### src/rtl/pwr_warn_pkg.sv
package pwr_warn_pkg;
  localparam int CAUSE_A_BIT = 3;
  localparam int CAUSE_B_BIT = 2;
  localparam int PF_BIT      = 4;
  localparam int IE_BIT      = 0;
  localparam int NSUP        = 2;
endpackage

### src/rtl/pfw_sync.sv
module pfw_sync #(
  parameter int W      = 2,
  parameter int STAGES = 2
) (
  input  logic         clk,
  input  logic         rst_n,
  input  logic [W-1:0] d,
  output logic [W-1:0] q
);
  logic [W-1:0] stg [STAGES];

  for (genvar s = 0; s < STAGES; s++) begin : g_stage
    always_ff @(posedge clk or negedge rst_n) begin
      if (!rst_n) stg[s] <= '0;
      else if (s == 0) stg[s] <= d;
      else stg[s] <= stg[(s == 0) ? 0 : s-1];
    end
  end

  assign q = stg[STAGES-1];
endmodule

### src/rtl/pfw_flags.sv
module pfw_flags
  import pwr_warn_pkg::*;
#(
  parameter int DW = 8
) (
  input  logic            clk,
  input  logic            rst_n,
  input  logic [NSUP-1:0] hw_low,
  input  logic            ctrl_wr,
  input  logic [DW-1:0]   ctrl_wdata,
  input  logic            stat_wr,
  input  logic [DW-1:0]   stat_wdata,
  output logic            pf_flag,
  output logic [NSUP-1:0] cause,
  output logic            irq_en
);
  logic [NSUP-1:0] sw_set, cause_set;
  logic pf_set, pf_clr;

  always_comb begin
    sw_set[0] = stat_wr & stat_wdata[CAUSE_A_BIT];
    sw_set[1] = stat_wr & stat_wdata[CAUSE_B_BIT];
    cause_set = hw_low | sw_set;
    pf_set    = (|cause_set) | (ctrl_wr & ctrl_wdata[PF_BIT]);
    pf_clr    = ctrl_wr & ~ctrl_wdata[PF_BIT] & ~pf_set;
  end

  always_ff @(posedge clk or negedge rst_n) begin
    if (!rst_n) begin
      pf_flag <= 1'b0;
      irq_en  <= 1'b0;
    end else begin
      if (pf_set) pf_flag <= 1'b1;
      else if (pf_clr) pf_flag <= 1'b0;
      if (ctrl_wr) irq_en <= ctrl_wdata[IE_BIT];
    end
  end

  for (genvar i = 0; i < NSUP; i++) begin : g_cause
    always_ff @(posedge clk or negedge rst_n) begin
      if (!rst_n) cause[i] <= 1'b0;
      else if (cause_set[i]) cause[i] <= 1'b1;
      else if (pf_clr) cause[i] <= 1'b0;
    end
  end

  // a synchronized low level sets its cause bit and the summary flag
  a_r1_hw_set_a: assert property (@(posedge clk) disable iff (!rst_n)
    hw_low[0] |=> (pf_flag && cause[0]));
  a_r1_hw_set_b: assert property (@(posedge clk) disable iff (!rst_n)
    hw_low[1] |=> (pf_flag && cause[1]));
  // a status write of 1 sets the cause bit and the flag
  a_r2_sw_set_a: assert property (@(posedge clk) disable iff (!rst_n)
    (stat_wr && stat_wdata[CAUSE_A_BIT]) |=> (cause[0] && pf_flag));
  // a status write of 0 leaves cause A unchanged
  a_r3_zero_keeps: assert property (@(posedge clk) disable iff (!rst_n)
    (stat_wr && !stat_wdata[CAUSE_A_BIT] && !hw_low[0] && !ctrl_wr) |=> $stable(cause[0]));
  // the flag never falls while a cause bit stays up
  a_r4_clear_wipes: assert property (@(posedge clk) disable iff (!rst_n)
    $fell(pf_flag) |-> (cause == '0));
  a_r4_cause_implies_flag: assert property (@(posedge clk) disable iff (!rst_n)
    (|cause) |-> pf_flag);
  // a hardware set beats a clearing write in the same cycle
  a_r5_set_wins: assert property (@(posedge clk) disable iff (!rst_n)
    (ctrl_wr && !ctrl_wdata[PF_BIT] && (|hw_low)) |=> pf_flag);
endmodule

### src/rtl/pwr_warn_flags.sv
module pwr_warn_flags
  import pwr_warn_pkg::*;
#(
  parameter int DW          = 8,
  parameter int SYNC_STAGES = 2
) (
  input  logic          clk,
  input  logic          rst_n,
  input  logic          sup_a_low,
  input  logic          sup_b_low,
  input  logic          ctrl_wr,
  input  logic [DW-1:0] ctrl_wdata,
  input  logic          stat_wr,
  input  logic [DW-1:0] stat_wdata,
  output logic          pf_flag,
  output logic          cause_a,
  output logic          cause_b,
  output logic          irq_en,
  output logic          pf_irq
);
  logic [NSUP-1:0] low_sync, cause;

  pfw_sync #(.W(NSUP), .STAGES(SYNC_STAGES)) u_sync (
    .clk(clk), .rst_n(rst_n), .d({sup_b_low, sup_a_low}), .q(low_sync)
  );

  pfw_flags #(.DW(DW)) u_flags (
    .clk(clk), .rst_n(rst_n), .hw_low(low_sync),
    .ctrl_wr(ctrl_wr), .ctrl_wdata(ctrl_wdata),
    .stat_wr(stat_wr), .stat_wdata(stat_wdata),
    .pf_flag(pf_flag), .cause(cause), .irq_en(irq_en)
  );

  assign cause_a = cause[0];
  assign cause_b = cause[1];
  assign pf_irq  = pf_flag & irq_en;

  // a request needs both the flag and the enable
  a_r6_irq_gated: assert property (@(posedge clk) disable iff (!rst_n)
    pf_irq |-> (pf_flag && irq_en));
endmodule

### config.mk
export PLATFORM = sky130hd
export DESIGN_NAME = pwr_warn_flags
export DESIGN_NICKNAME = d
export VERILOG_FILES = /design/src/rtl/pwr_warn_pkg.sv /design/src/rtl/pfw_sync.sv /design/src/rtl/pfw_flags.sv /design/src/rtl/pwr_warn_flags.sv
export SDC_FILE = /design/constraint.sdc
export NUM_CORES = 1
export LEC_CHECK = 0
export ABC_CLOCK_PERIOD_IN_PS = 2300
export BUFFER_PORTS_ARGS = -buffer_cell sky130_fd_sc_hd__buf_2
export CAP_MARGIN = 20
export CORE_AREA = 2 2 39 41
export DETAILED_ROUTE_END_ITERATION = 16
export DIE_AREA = 0 0 41 43
export PLACE_DENSITY = 0.59
export SETUP_SLACK_MARGIN = 0.1
export SLEW_MARGIN = 20
export SYNTH_ARGS = -nofsm -noshare
export SYNTH_HDL_FRONTEND = slang
export SYNTH_HIERARCHICAL = 1
export SYNTH_SLANG_ARGS = --single-unit
### constraint.sdc
create_clock -name clk -period 2.3 [get_ports clk]
set_input_delay 0.46 -clock clk [delete_from_list [all_inputs] [get_ports clk]]
set_output_delay 0.46 -clock clk [all_outputs]
set_load 0.1 [all_outputs]
==> results.cfg <==
[status]
status = finished clean

[final_layout]
n_antenna_cell = 0
syn2layout_area_growth_pct = 33.33
seqCellArea_um2 = 200.2
n_fill_cell = 139
final_layout_size_suffix_gt1_share_pct = 55.26
multi_input_area_um2 = 82.58
fin_nets = 62

[cts]
clk_latency_ns = 0.25
cts_root_buf = clkbuf_4
cts_tree = done
post-cts-setup-buffers = 0
htreeDepth = 1
cts.sinks = 8
cts-hold-fix-buffers = 0
cts_resized = 0
ctsLongestPathBuffers = 2
clk_pin_slew_worst_paths_ns = 0.06
cts_made_buffers = 3

[critical_path]
slowest_stage = buf_2
end_kind = output port
path_class = reg2out
worstPathCellList = and2_2 > buf_2
cp-start-kind = flip-flop
cp_max_fo = 3
rr_worst_depth = 3
cp.arrival_ns = 1.18
r2r_start = u_sync/q[1]$_DFF_PN0_
max_stage_delay_ns = 0.41
worstReg2RegEnd = u_flags/cause[0]$_DFFE_PN0P_
crit_required_ns = 1.84
rrSetupSlack_ns = 1.47

[placement]
hpwl_um = 411.8
place_congestion = 0.6921
numPortBuffers = 14
pre_cts_slack_ns = 0.9418

[grt]
first_global_vias = 230
grt-ovfl-total = 0
antenna_found_initial = 0
grt_pass1_wl_um = 910
grtUsageTotal_pct = 8.740
grt_max_degree = 9

[sta]
slew_headroom_pct = 67.79
final.setup.tns_ns = 0
clock_skew_ns = 0.009922
fin_ws_ns = 0.6605
worst_pin_slew_ns = 0.4866
finalSetupViolations = 0
rsz0062_at_grt = false
drv_slew = 0
hold_violations = 0
period_needed_ns = 1.639
fin_crit_sh_pct = 71.28
max_freq_ghz = 0.6099

[synth]
yosys-top-cells-count = dfrtp_1 (8), nand2b_1 (3), nand3_1 (3)
synthDistinctLibCells = 9
synth.cell_area_um2 = 296.5
synth.most_common_cell = dfrtp_1
yosysTopAreaCellShare_pct = 67.51
syn_inst = 23
synth_area_leaders = dfrtp_1 (68%), nand2b_1 (6.3%), a21oi_2 (5.9%)
synth-seq-cells = 8
synth_ff_type = dfrtp_1
synth_top_cell_by_area = dfrtp_1
syn_nets = 45
avgSynthCellArea_um2 = 12.89
synth-edff-count = 0
ys_seq_area_share_pct = 67.51
async_flop_share_pct = 100.0
yosysWarnings = 6

[power]
p_seq_share_pct = 47.1
powerDensity_nw_per_um2 = 811.8
p_clk_share_pct = 32.8
netSwitchingFraction_pct = 30.67
p_sw_uw = 98.44
total_power_uw = 321.0
intPower_uw = 222.5
peakVddDrop_mv = 0.3769
p_leak_nw = 0.1851
p_comb_share_pct = 20.1

[drt]
drc = 0
wl_per_cell_um = 10.31
antenna_left = 0
routed_via_density = 3.926
vias = 212
dr.pass1.iters = 4
drt_iter0_markers = 2
routed_wirelength_um = 557

[die]
fp.dieH_um = 43
start_util_pct = 21.43
rows = 14
die_area_um2 = 1763
boundaryPins = 27
core_area_um2 = 1384
die_w_um = 41

[min_path]
hold_class = in2async

[run]
maxCapViolations = 0
## cell usage in the layout, fill, tap and decap left out
cell type / synthesis / final
dfrtp_1: 8 / 8
clkbuf_4: 0 / 3
and2_2: 0 / 1
a21oi_2: 2 / 2
o21ai_0: 1 / 1
buf_2: 0 / 14
nand3_1: 3 / 3
nand2b_1: 3 / 3
nand2_1: 2 / 2
mux2_2: 1 / 1
## worst max-delay path by stage
stage	start	to	slack, ns	depth (start not counted)
after floorplan	u_flags/irq_en$_DFFE_PN0P_	pf_irq	0.31	1
after global routing	u_flags/pf_flag$_DFFE_PN0P_	pf_irq	0.63	2
after global placement	u_flags/pf_flag$_DFFE_PN0P_	pf_irq	0.95	2
after CTS	u_flags/pf_flag$_DFFE_PN0P_	pf_irq	0.65	2
final	u_flags/pf_flag$_DFFE_PN0P_	pf_irq	0.66	2
after detailed placement	u_flags/pf_flag$_DFFE_PN0P_	pf_irq	0.94	2
## sequential cells by signal, indices dropped and copies added (netlist names)
| signal | flops |
|---|---|
| u_flags/cause | 2 |
| u_flags/irq_en | 1 |
| u_flags/pf_flag | 1 |
| u_sync/q | 2 |
| u_sync/stg | 2 |
## cell families after synthesis
group,share of synthesized area [%]
compound gates,7.594
buf+inv,5.062
flops,67.51
mux,3.797
simple gates,16.04
## layer usage
| metal | vias to the layer above | track usage, % | wire length [um] |
|---|---|---|---|
| li1 | 106 | - | - |
| met2 | 16 | 8.750 | 204 |
| met3 | 0 | 7.853 | 69 |
| met5 | - | 0 | 0 |
| met1 | 90 | 11.37 | 283 |
| met4 | 0 | 6.000 | 0 |
## critical path: cells and delay by family, from the launching register on
| family | cells | cell delay (ns) |
|---|---|---|
| buf+inv | 1 | 0.41 |
| flops | 1 | 0.37 |
| simple gates | 1 | 0.14 |
## cell type report
class	count	area share, %
Timing Repair Buffer	14	17.72
Multi-Input combinational cell	13	20.89
Tap cell	16	5.063
Clock buffer	3	5.696
Sequential cell	8	50.63
## power by group through the flow
stage	clock network [mW]	registers (mW)	logic, mW
after floorplan	0	0.175	0.0277
after global placement	0	0.153	0.0648
after detailed placement	0	0.153	0.0651
after CTS	0.110	0.151	0.0652
after global routing	0.119	0.152	0.0683
final	0.105	0.151	0.0646
## per-stage QoR
stage / instance area, um^2 / util [%] / cells / hold WS (ns)
2_1_floorplan: 297.8 / - / 23 / 0.1644
3_3_place_gp: 372.9 / 26.94 / 51 / 0.3058
3_5_place_dp: 372.9 / 26.94 / 51 / 0.3091
4_1_cts: 395.4 / 28.57 / 54 / 0.03052
5_1_grt: 395.4 / 28.57 / 54 / 0.03425
6_report: 395.4 / 28.57 / 54 / 0.03168
(Power assumes the default switching activity.)
